### src/rtl/addsub_pkg.sv
package addsub_pkg;
  typedef enum logic [1:0] {
    OP_PASS = 2'b00,
    OP_ADD  = 2'b01,
    OP_SUB  = 2'b10,
    OP_BAD  = 2'b11
  } op_sel_e;
endpackage

### src/rtl/addsub_operand_gate.sv
module addsub_operand_gate
  import addsub_pkg::*;
#(
  parameter int W = 4
) (
  input  logic [W-1:0] b_in,
  input  logic         sel_add,
  input  logic         sel_sub,
  output logic [W-1:0] b_gated,
  output logic         carry_in,
  output logic         bad_sel
);
  op_sel_e op;

  always_comb begin
    op = op_sel_e'({sel_sub, sel_add});
    b_gated  = '0;
    carry_in = 1'b0;
    bad_sel  = 1'b0;
    unique case (op)
      OP_PASS: begin
        b_gated  = '0;
        carry_in = 1'b0;
      end
      OP_ADD: begin
        b_gated  = b_in;
        carry_in = 1'b0;
      end
      OP_SUB: begin
        b_gated  = ~b_in;
        carry_in = 1'b1;
      end
      OP_BAD: begin
        b_gated  = ~b_in;
        carry_in = 1'b1;
        bad_sel  = 1'b1;
      end
      default: begin
        b_gated  = '0;
        carry_in = 1'b0;
      end
    endcase
  end


  always_comb begin : pass_gate_chk
    if (!sel_add && !sel_sub)
      assert (b_gated == '0 && !carry_in) else $error("pass mode leaks operand B");
  end
endmodule

### src/rtl/addsub_full_adder.sv
module addsub_full_adder (
  input  logic x,
  input  logic y,
  input  logic ci,
  output logic s,
  output logic co
);
  logic p;

  always_comb begin
    p  = x ^ y;
    s  = p ^ ci;
    co = (x & y) | (p & ci);
  end
endmodule

### src/rtl/addsub_ripple_chain.sv
module addsub_ripple_chain #(
  parameter int W = 4
) (
  input  logic [W-1:0] x,
  input  logic [W-1:0] y,
  input  logic         ci,
  output logic [W-1:0] s,
  output logic         c_into_msb,
  output logic         c_out_msb
);
  logic [W:0] c;

  assign c[0] = ci;

  for (genvar i = 0; i < W; i++) begin : g_cell
    addsub_full_adder u_fa (
      .x  (x[i]),
      .y  (y[i]),
      .ci (c[i]),
      .s  (s[i]),
      .co (c[i+1])
    );
  end

  assign c_into_msb = c[W-1];
  assign c_out_msb  = c[W];
endmodule

### src/rtl/twos_addsub_unit.sv
module twos_addsub_unit #(
  parameter int W = 4
) (
  input  logic [W-1:0] opd_a,
  input  logic [W-1:0] opd_b,
  input  logic         do_add,
  input  logic         do_sub,
  output logic [W-1:0] result,
  output logic         carry_out,
  output logic         ovf,
  output logic         ctl_err
);
  localparam int MSB = W - 1;

  logic [W-1:0] b_gated;
  logic         cin;
  logic         c_into_msb;
  logic         c_out_msb;

  addsub_operand_gate #(.W(W)) u_gate (
    .b_in     (opd_b),
    .sel_add  (do_add),
    .sel_sub  (do_sub),
    .b_gated  (b_gated),
    .carry_in (cin),
    .bad_sel  (ctl_err)
  );

  addsub_ripple_chain #(.W(W)) u_chain (
    .x          (opd_a),
    .y          (b_gated),
    .ci         (cin),
    .s          (result),
    .c_into_msb (c_into_msb),
    .c_out_msb  (c_out_msb)
  );

  assign carry_out = c_out_msb;
  assign ovf       = c_into_msb ^ c_out_msb;


  always_comb begin : add_sum_chk
    if (do_add && !do_sub)
      assert ({carry_out, result} == ({1'b0, opd_a} + {1'b0, opd_b}))
        else $error("add result wrong");
  end


  always_comb begin : sub_diff_chk
    if (do_sub)
      assert (result == W'(opd_a - opd_b)) else $error("sub result wrong");
  end


  always_comb begin : pass_through_chk
    if (!do_add && !do_sub)
      assert (result == opd_a && !carry_out && !ovf) else $error("pass mode wrong");
  end


  always_comb begin : no_overflow_chk
    assert (ovf == ((opd_a[MSB] == b_gated[MSB]) && (result[MSB] != opd_a[MSB])))
      else $error("overflow flag disagrees with sign rule");
  end


  always_comb begin : bad_select_chk
    if (ctl_err) assert (do_sub && do_add) else $error("error raised without both selects");
  end
endmodule

### config.mk
export PLATFORM = sky130hd
export DESIGN_NAME = twos_addsub_unit
export DESIGN_NICKNAME = d
export VERILOG_FILES = /design/src/rtl/addsub_pkg.sv /design/src/rtl/addsub_operand_gate.sv /design/src/rtl/addsub_full_adder.sv /design/src/rtl/addsub_ripple_chain.sv /design/src/rtl/twos_addsub_unit.sv
export SDC_FILE = /design/constraint.sdc
export NUM_CORES = 1
export LEC_CHECK = 0
export ABC_AREA = 1
export BUFFER_PORTS_ARGS = -buffer_cell sky130_fd_sc_hd__clkbuf_2
export CORE_AREA = 3 3 40 42
export DETAILED_ROUTE_END_ITERATION = 8
export DIE_AREA = 0 0 43 45
export SETUP_SLACK_MARGIN = 0.3
export SYNTH_ARGS = -nofsm -noshare
export SYNTH_HDL_FRONTEND = slang
export SYNTH_SLANG_ARGS = --single-unit
### constraint.sdc
create_clock -name vclk -period 1.95
set_input_delay 0.0975 -clock vclk [all_inputs]
set_output_delay 0.0975 -clock vclk [all_outputs]
set_load 0.02 [all_outputs]
==> impl_summary.txt, run 1 <==
----------------------------------------------------
[Detailed routing]
  Vias after detailed routing ... 243
  Mean routed wirelength per cell ... 7.09 um
  DR iter-0 viols ... 0
  Routed vias/inst ... 3.52
  Routed WL ... 489 um
  Number of remaining DRC errors ... 0
  Pre-antenna DRT Iters ... 1
  Remaining number of nets flagged by the antenna check after routing ... 0

[Power]
  Comb power frac ... 1.000
  Relative contribution of the clock network to total power ... 0
  LEAKAGE ... 0.247 nW
  Net switching fraction of the power ... 0.483
  Proportion of power drawn by flip-flops and latches ... 0
  Internal power of the cells ... 93.7 uW
  Psw ... 87.4 uW
  VDD IR max ... 0.224 mV
  Tot Pwr ... 181 uW
  PD cells ... 440 nW/um2

[STA]
  Final Setup Violations ... 3
  Actual transition at the worst max-transition pin ... 0.119 ns
  Final hold vios ... 0
  Total negative setup slack ... -0.413 ns
  Period minus WS final ... 2.17 ns
  Worst rel slew slack ... 0.920
  Max Transition Viols Final ... 0
  Max Clk Rate ... 462 MHz
  Final Cycle Share ... 1.11
  PnR worst setup slack ... -0.216 ns
  RSZ-0062 raised after global routing ... yes

[Final layout]
  Number of antenna repair diodes ... 0
  Share of final-layout standard cells stronger than drive strength 1 ... 0.648
  Net total in the final layout ... 70
  Clock Buffer Count ... 0
  Fill cells ... 137
  Total area of sequential cells ... 0 um2
  Num sequential ... 0
  Area growth from synthesis to final layout ... 84.8%
  Non-Filler Instances ... 69

[Global route]
  Global-route wire length before repair ... 703 um
  Global Route Usage Sum ... 0.0443
  GRT Residual Overflow ... 0
  Number of global-route vias before repair ... 183
  Antenna violations before repair ... 0
  Pin count of the biggest net entering global routing ... 5

[Worst hold path]
  HP Class ... input port to primary output
  Source of the worst hold timing path ... opd_a[2]

[Synthesis]
  Post-Syn Nets ... 48
  Distinct cell type count after synthesis ... 9
  Synth Area per Inst ... 6.55 um2
  Count of warnings emitted by yosys ... 0
  Syn Std Cell Area ... 223 um2
  Part of the Yosys area used for sequential elements ... 0
  Cell type with the highest aggregate area in the netlist ... sky130_fd_sc_hd__fa_1
  Instance count of the mapped netlist ... 34
  Post-synth top area share ... 0.360
  Biggest area contributors in the synthesized netlist ... sky130_fd_sc_hd__fa_1 36%, sky130_fd_sc_hd__inv_1 17%, sky130_fd_sc_hd__nand2_1 15%, sky130_fd_sc_hd__buf_4 13%, sky130_fd_sc_hd__or2_1 5.6%

[Floorplanning]
  Placement row count ... 13
  Height of the die ... 45 um
  Starting utilization of the core area ... 0.173
  Ports ... 17
  Total core area ... 1280 um2
  Overall die area ... 1940 um2
  Die Width ... 43 um

[Critical path]
  Element type at the critical path end ... primary output
  Maximum fanout along the worst path ... 3
  First element of the critical path ... do_sub
  Startpoint types ... input port
  Data arrival at the endpoint of the critical path ... 2.07 ns
  WS Path Type ... input port to primary output
  Data required time at the worst endpoint ... 1.85 ns

[Placed design]
  Port Buffer Count ... 17
  Post-detailed-placement half-perimeter wirelength ... 452 um
  Routability congestion estimate ... 0.640
  Cells after DPL ... 68

[Outcome]
  Run status ... finished with violations
  Violated checks ... setup timing

[Clock tree]
  Hold_buf cts ... 0

[Flow run]
  Count of max-cap constraint violations ... 0

----------------------------------------------------
-- timing repair --
| item | in CTS | in global routing |
|---|---|---|
| gates cloned | 0 | 0 |
| endpoints found under the setup margin | 4 | 4 |
| setup buffers | 0 | 1 |
| pin swaps | 1 | 1 |
| hold endpoints to repair | 0 | 0 |
| gates resized for setup | 7 | 11 |
-- final timing paths --
path	to	depth (start not counted)	slack (ns)
hold / removal	result[2]	3	0.62
setup / recovery	result[3]	11	-0.22
-- through the flow --
step | instance area [um2] | utilization | setup WS, ns | hold WS (ns)
floorplan | 233 | - | -0.0515 | 0.317
global placement | 352 | 0.274 | -0.258 | 0.641
detailed placement | 352 | 0.274 | -0.297 | 0.646
CTS | 380 | 0.296 | -0.259 | 0.632
global route | 412 | 0.320 | -0.299 | 0.627
finish | 412 | 0.320 | -0.216 | 0.617
-- synth_stat cells, drive strengths merged --
master,number
or2,2
fa,4
nand2,10
nand3,2
xnor2,1
inv,11
buf,4
-- cell usage in the layout (no fill, tap or decap) --
master / instances
sky130_fd_sc_hd__buf_6: 2
sky130_fd_sc_hd__buf_8: 3
sky130_fd_sc_hd__nand2_2: 1
sky130_fd_sc_hd__nand2_1: 9
sky130_fd_sc_hd__xnor2_2: 1
sky130_fd_sc_hd__inv_2: 4
sky130_fd_sc_hd__nand3_1: 2
sky130_fd_sc_hd__buf_4: 7
sky130_fd_sc_hd__or2_1: 2
sky130_fd_sc_hd__inv_4: 1
sky130_fd_sc_hd__fa_2: 4
sky130_fd_sc_hd__inv_1: 6
sky130_fd_sc_hd__clkbuf_2: 12
-- routing by layer --
| layer | global-route usage | share of wire |
|---|---|---|
| met3 | 0.0120 | 0.12 |
| met4 | 0 | 0 |
| met2 | 0.0749 | 0.52 |
| met1 | 0.0608 | 0.36 |
| met5 | 0 | 0 |
-- critical path, cell delays in order --
cell                      delay, ns
sky130_fd_sc_hd__buf_8         0.10
sky130_fd_sc_hd__or2_1         0.21
sky130_fd_sc_hd__nand2_1       0.08
sky130_fd_sc_hd__fa_2          0.19
sky130_fd_sc_hd__inv_2         0.04
sky130_fd_sc_hd__fa_2          0.33
sky130_fd_sc_hd__fa_2          0.35
sky130_fd_sc_hd__inv_2         0.06
sky130_fd_sc_hd__fa_2          0.43
sky130_fd_sc_hd__inv_2         0.07
sky130_fd_sc_hd__buf_8         0.10
-- power groups by stage --
stage / Clock [mW] / Combinational (mW) / Sequential, mW
floorplan: 0 / 0.106 / 0
global placement: 0 / 0.137 / 0
detailed placement: 0 / 0.139 / 0
CTS: 0 / 0.162 / 0
global route: 0 / 0.196 / 0
finish: 0 / 0.181 / 0
-- final cells by class --
class | instances | area, um2 | share of cell area
Tap cell | 15 | 18.8 | 0.0456
Timing Repair Buffer | 24 | 180 | 0.438
Multi-Input combinational cell | 19 | 169 | 0.410
Inverter | 11 | 43.8 | 0.106
-- cell families after synthesis --
family        after synthesis  synth area share
xor+xnor                    1            0.0393
fa+ha+maj                   4             0.360
buf+inv                    15             0.320
simple gates               14             0.281
Note: power is estimated with default switching activity, not from simulation.
==> run 2, diff against run 1 <==
TNS_END_PERCENT = 5   (was default)
==> run 2 against run 1 <==
The flow still finishes with violations (setup timing). Count of clock-buffer cells in the layout unchanged. Total power fell by 16%. Final cell count shrank 2.9%. Sequential share of layout area unchanged. Critical path depth is the same. Sequential cell count did not move. Fmax about the same. Non-clock buffer count fell by 2. Hold slack better by 0.015 ns. Setup slack improved by 0.00054 ns. Largest power group unchanged.
==> impl_summary.txt, run 2 (synthesized netlist as in run 1, its figures left out) <==
----------------------------------------------------
[Outcome]
  Run status ... finished with violations
  Violated checks ... setup timing

[Final layout]
  Clock Buffer Count ... 0
  Share of final-layout standard cells stronger than drive strength 1 ... 0.519
  Area growth from synthesis to final layout ... 62.4%
  Commonest non-fill, non-tap cells in the layout ... 13 x sky130_fd_sc_hd__clkbuf_2, 9 x sky130_fd_sc_hd__inv_1, 9 x sky130_fd_sc_hd__nand2_1, 6 x sky130_fd_sc_hd__buf_4
  Final core area utilization ... 0.281
  Most common cell after layout, fill and taps aside ... sky130_fd_sc_hd__clkbuf_2
  Net total in the final layout ... 68
  Num sequential ... 0
  Total non-filler cell area in the finished layout ... 362 um2
  Fill cells ... 140
  Number of antenna repair diodes ... 0
  Non-Filler Instances ... 67
  Total area of sequential cells ... 0 um2

[Detailed routing]
  Pre-antenna DRT Iters ... 2
  Mean routed wirelength per cell ... 7.34 um
  Remaining number of nets flagged by the antenna check after routing ... 0
  Routed vias/inst ... 3.51
  Routed WL ... 492 um
  DR iter-0 viols ... 1
  Number of remaining DRC errors ... 0
  Vias after detailed routing ... 235

[Critical path]
  Cell with the biggest individual delay on the critical path ... sky130_fd_sc_hd__fa_1
  WS Path Type ... input port to primary output
  Data required time at the worst endpoint ... 1.85 ns
  Combined buffer and inverter count along the critical path ... 5
  Cell-by-cell listing of the critical path ... clkbuf_2 -> or2_1 -> nand2_1 -> fa_1 -> inv_1 -> fa_2 -> fa_2 -> inv_2 -> fa_1 -> inv_1 -> clkbuf_8
  Element type at the critical path end ... primary output
  Delay contributed by the slowest stage of the critical path ... 0.40 ns
  Critical path's top delay family ... adder cells
  Data arrival at the endpoint of the critical path ... 2.07 ns
  Maximum fanout along the worst path ... 4
  Startpoint types ... input port

[Power]
  Internal power of the cells ... 73.0 uW
  Net switching fraction of the power ... 0.520
  Comb power frac ... 1.000
  LEAKAGE ... 0.230 nW
  Psw ... 79.1 uW
  VDD IR max ... 0.149 mV
  Relative contribution of the clock network to total power ... 0
  PD cells ... 421 nW/um2
  Proportion of power drawn by flip-flops and latches ... 0

[STA]
  PnR worst setup slack ... -0.216 ns
  Worst hold slack across all endpoints ... 0.632 ns
  Max Clk Rate ... 462 MHz
  Period minus WS final ... 2.17 ns
  Final Cycle Share ... 1.11
  Max Transition Viols Final ... 0
  Worst rel slew slack ... 0.918
  Final Setup Violations ... 3
  Final hold vios ... 0
  Actual transition at the worst max-transition pin ... 0.122 ns
  RSZ-0062 raised after global routing ... yes

[Placed design]
  Placed cell area ... 337 um2
  Routability congestion estimate ... 0.658
  Port Buffer Count ... 17
  Cells after DPL ... 67
  Post-detailed-placement half-perimeter wirelength ... 471 um

[Flow run]
  Count of max-cap constraint violations ... 0

[Global route]
  Antenna violations before repair ... 0
  GRT Residual Overflow ... 0
  Global-route wire length before repair ... 807 um
  Number of global-route vias before repair ... 208
  Global Route Usage Sum ... 0.0508
  Pin count of the biggest net entering global routing ... 5

[Worst hold path]
  Worst Hold End ... result[2]
  HP Class ... input port to primary output
  Cell depth of the worst hold path ... 3
  Source of the worst hold timing path ... opd_a[2]

[Floorplanning]
  Ports ... 17
  Die Width ... 43 um
  Starting utilization of the core area ... 0.173
  Placement row count ... 13
  Overall die area ... 1940 um2
  Height of the die ... 45 um
  Total core area ... 1280 um2

[Clock tree]
  Number of buffers inserted by post-CTS setup repair ... 0
  Hold_buf cts ... 0

----------------------------------------------------
[run 2: changes by cell type in the layout (fill, tap and decap cells not counted), sizes merged]
cell | previous run | this run
buf | 12 | 6
clkbuf | 12 | 16
[run 2: what timing repair did]
item,CTS,global route
resized for setup,8,1
gates cloned,0,0
pin swaps,1,0
setup endpoints to repair,4,4
[run 2: worst max-delay path by stage]
| stage | from | end | slack [ns] | cells past startpoint |
|---|---|---|---|---|
| after floorplan | do_sub | ovf | -0.09 | 11 |
| after global placement | do_sub | result[3] | -0.28 | 11 |
| after detailed placement | do_sub | result[3] | -0.30 | 11 |
| after CTS | do_sub | result[3] | -0.23 | 11 |
| after global routing | do_sub | result[3] | -0.32 | 11 |
| final | do_sub | result[3] | -0.22 | 11 |
[run 2: metal layers]
layer  vias up  global-route usage  wire length [um]
met4         0                   0                 0
met1        99              0.0725               239
li1        125                   -                 -
met3         0             0.00398                42
met5         -                   0                 0
met2        11              0.0898               210
[run 2: layout make-up]
type                       count  area, um2  area share
inverter                      11       41.3       0.114
multi-input combinational     19        156       0.433
tap                           15       18.8      0.0519
timing repair buffer          22        145       0.401
[run 2: tightest hold or removal path: cells and delay by family]
family                     cells  cell delay [ns]
adders and majority gates      1             0.20
buffers and inverters          2             0.24
[run 2: through the flow]
step | TNS [ns] | power [mW] | worst slack (ns)
global placement | -0.446 | 0.131 | -0.278
CTS | -0.466 | 0.155 | -0.230
detailed placement | -0.526 | 0.132 | -0.295
floorplan | -0.172 | 0.103 | -0.0907
global route | -0.773 | 0.169 | -0.323
finish | -0.399 | 0.152 | -0.216
[run 2: power by group through the flow]
stage / Clock [mW] / Combinational [mW] / Sequential [mW]
finish: 0 / 0.152 / 0
global route: 0 / 0.169 / 0
CTS: 0 / 0.155 / 0
detailed placement: 0 / 0.132 / 0
global placement: 0 / 0.131 / 0
floorplan: 0 / 0.103 / 0
==> run 3, diff against run 2 <==
PLACE_DENSITY_LB_ADDON = 0.3   (was default)
SETUP_SLACK_MARGIN = default   (was 0.3)
==> run 3 against run 2 <==
The flow still finishes with violations (setup timing). Highest routed layer unchanged. Hold slack lost 0.070 ns. First-iteration DRC count down 100%. Critical path type unchanged. Via count shrank 5.5%. Sequential share of layout area unchanged. Non-clock buffer count is 1 lower. Die area did not move.
==> impl_summary.txt, run 3 (synthesized netlist as in run 1, its figures left out) <==
----------------------------------------------------
[Placed design]
  Placed cell area ... 329 um2
  Port Buffer Count ... 17
  Cells after DPL ... 66
  Post-detailed-placement half-perimeter wirelength ... 400 um
  Routability congestion estimate ... 0.596

[Global route]
  Antenna violations before repair ... 0
  Number of global-route vias before repair ... 217
  Global Route Usage Sum ... 0.0476
  Pin count of the biggest net entering global routing ... 7
  Global-route wire length before repair ... 759 um
  GRT Residual Overflow ... 0

[Critical path]
  Data required time at the worst endpoint ... 1.85 ns
  Startpoint types ... input port
  Element type at the critical path end ... primary output
  Delay contributed by the slowest stage of the critical path ... 0.39 ns
  Cell-by-cell listing of the critical path ... buf_2 -> or2_1 -> nand2_1 -> fa_2 -> inv_1 -> fa_2 -> fa_2 -> inv_2 -> fa_1 -> inv_1 -> clkbuf_8
  Most frequent cell on the critical path ... sky130_fd_sc_hd__fa_2
  Cell with the biggest individual delay on the critical path ... sky130_fd_sc_hd__fa_1
  WS Path Type ... input port to primary output
  Data arrival at the endpoint of the critical path ... 2.11 ns
  Maximum fanout along the worst path ... 6

[Detailed routing]
  Vias after detailed routing ... 222
  Remaining number of nets flagged by the antenna check after routing ... 0
  Routed vias/inst ... 3.36
  DR iter-0 viols ... 0
  Number of remaining DRC errors ... 0
  Routed WL ... 415 um
  Mean routed wirelength per cell ... 6.29 um
  Pre-antenna DRT Iters ... 1

[Final layout]
  Multi-input gate area in the final layout ... 159 um2
  Final core area utilization ... 0.271
  Total area of sequential cells ... 0 um2
  Non-Filler Instances ... 66
  Fill cells ... 162
  Net total in the final layout ... 67
  Commonest non-fill, non-tap cells in the layout ... 13 x sky130_fd_sc_hd__clkbuf_2, 9 x sky130_fd_sc_hd__inv_1, 9 x sky130_fd_sc_hd__nand2_1, 5 x sky130_fd_sc_hd__buf_4, 3 x sky130_fd_sc_hd__fa_2
  Number of antenna repair diodes ... 0
  Area growth from synthesis to final layout ... 56.2%
  Most common cell after layout, fill and taps aside ... sky130_fd_sc_hd__clkbuf_2
  Share of final-layout standard cells stronger than drive strength 1 ... 0.529
  Clock Buffer Count ... 0
  Num sequential ... 0
  Total non-filler cell area in the finished layout ... 348 um2

[Clock tree]
  Number of buffers inserted by post-CTS setup repair ... 0

[STA]
  Final Setup Violations ... 3
  RSZ-0062 raised after global routing ... yes
  Max Clk Rate ... 453 MHz
  Max Transition Viols Final ... 0
  Period minus WS final ... 2.21 ns
  Worst rel slew slack ... 0.910
  Actual transition at the worst max-transition pin ... 0.133 ns
  PnR worst setup slack ... -0.258 ns
  Final hold vios ... 0
  Final Cycle Share ... 1.13

[Floorplanning]
  Die Width ... 43 um
  Height of the die ... 45 um
  Placement row count ... 13
  Starting utilization of the core area ... 0.173
  Ports ... 17
  Total core area ... 1280 um2
  Overall die area ... 1940 um2

[Power]
  LEAKAGE ... 0.221 nW
  VDD IR max ... 0.130 mV
  PD cells ... 403 nW/um2

[Flow run]
  Count of max-cap constraint violations ... 0

[Outcome]
  Run status ... finished with violations
  Violated checks ... setup timing

[Worst hold path]
  HP Class ... input port to primary output

----------------------------------------------------
run 3: cell count changes in the layout (fill, tap and decap cells not counted), sizes merged:
cell    change
clkbuf      -1
run 3: repair_timing:
action / in CTS / in global routing
pin swaps: 0 / 1
endpoints found under the setup margin: 3 / 3
resized for setup: 5 / 4
hold buffers: 0 / 0
run 3: final timing paths:
| check | from | end | slack (ns) | depth (start not counted) |
|---|---|---|---|---|
| min | do_sub | ctl_err | 0.56 | 4 |
| max | do_sub | result[3] | -0.26 | 11 |
run 3: power by group:
| group | switching, mW | internal (mW) | total, mW |
|---|---|---|---|
| registers | 0 | 0 | 0 |
| clock network | 0 | 0 | 0 |
| logic | 0.0766 | 0.0637 | 0.140 |
run 3: final cells by class:
type,count,area share
tap,15,0.0540
timing repair buffer,21,0.371
multi-input combinational,19,0.457
inverter,11,0.119
run 3: metrics by stage:
| step | hold WS [ns] | worst slack [ns] | setup TNS, ns | total power, mW |
|---|---|---|---|---|
| 2_1_floorplan | 0.317 | -0.0907 | -0.172 | 0.103 |
| 3_3_place_gp | 0.575 | -0.311 | -0.575 | 0.128 |
| 3_5_place_dp | 0.573 | -0.325 | -0.626 | 0.129 |
| 4_1_cts | 0.574 | -0.267 | -0.607 | 0.142 |
| 5_1_grt | 0.596 | -0.363 | -0.801 | 0.157 |
| 6_report | 0.562 | -0.258 | -0.439 | 0.140 |
run 3: layer usage:
layer,global-route usage,share of wire,routed length (um)
met4,0,0,0
met5,0,0,0
met3,0.0199,0.19,77
met1,0.0607,0.38,158
met2,0.0808,0.43,178
run 3: worst max-delay path, delay by kind of cell:
family	cells	cell delay, ns
adders and majority gates	4	1.25
buffers and inverters	5	0.45
and+or+nand+nor	2	0.30
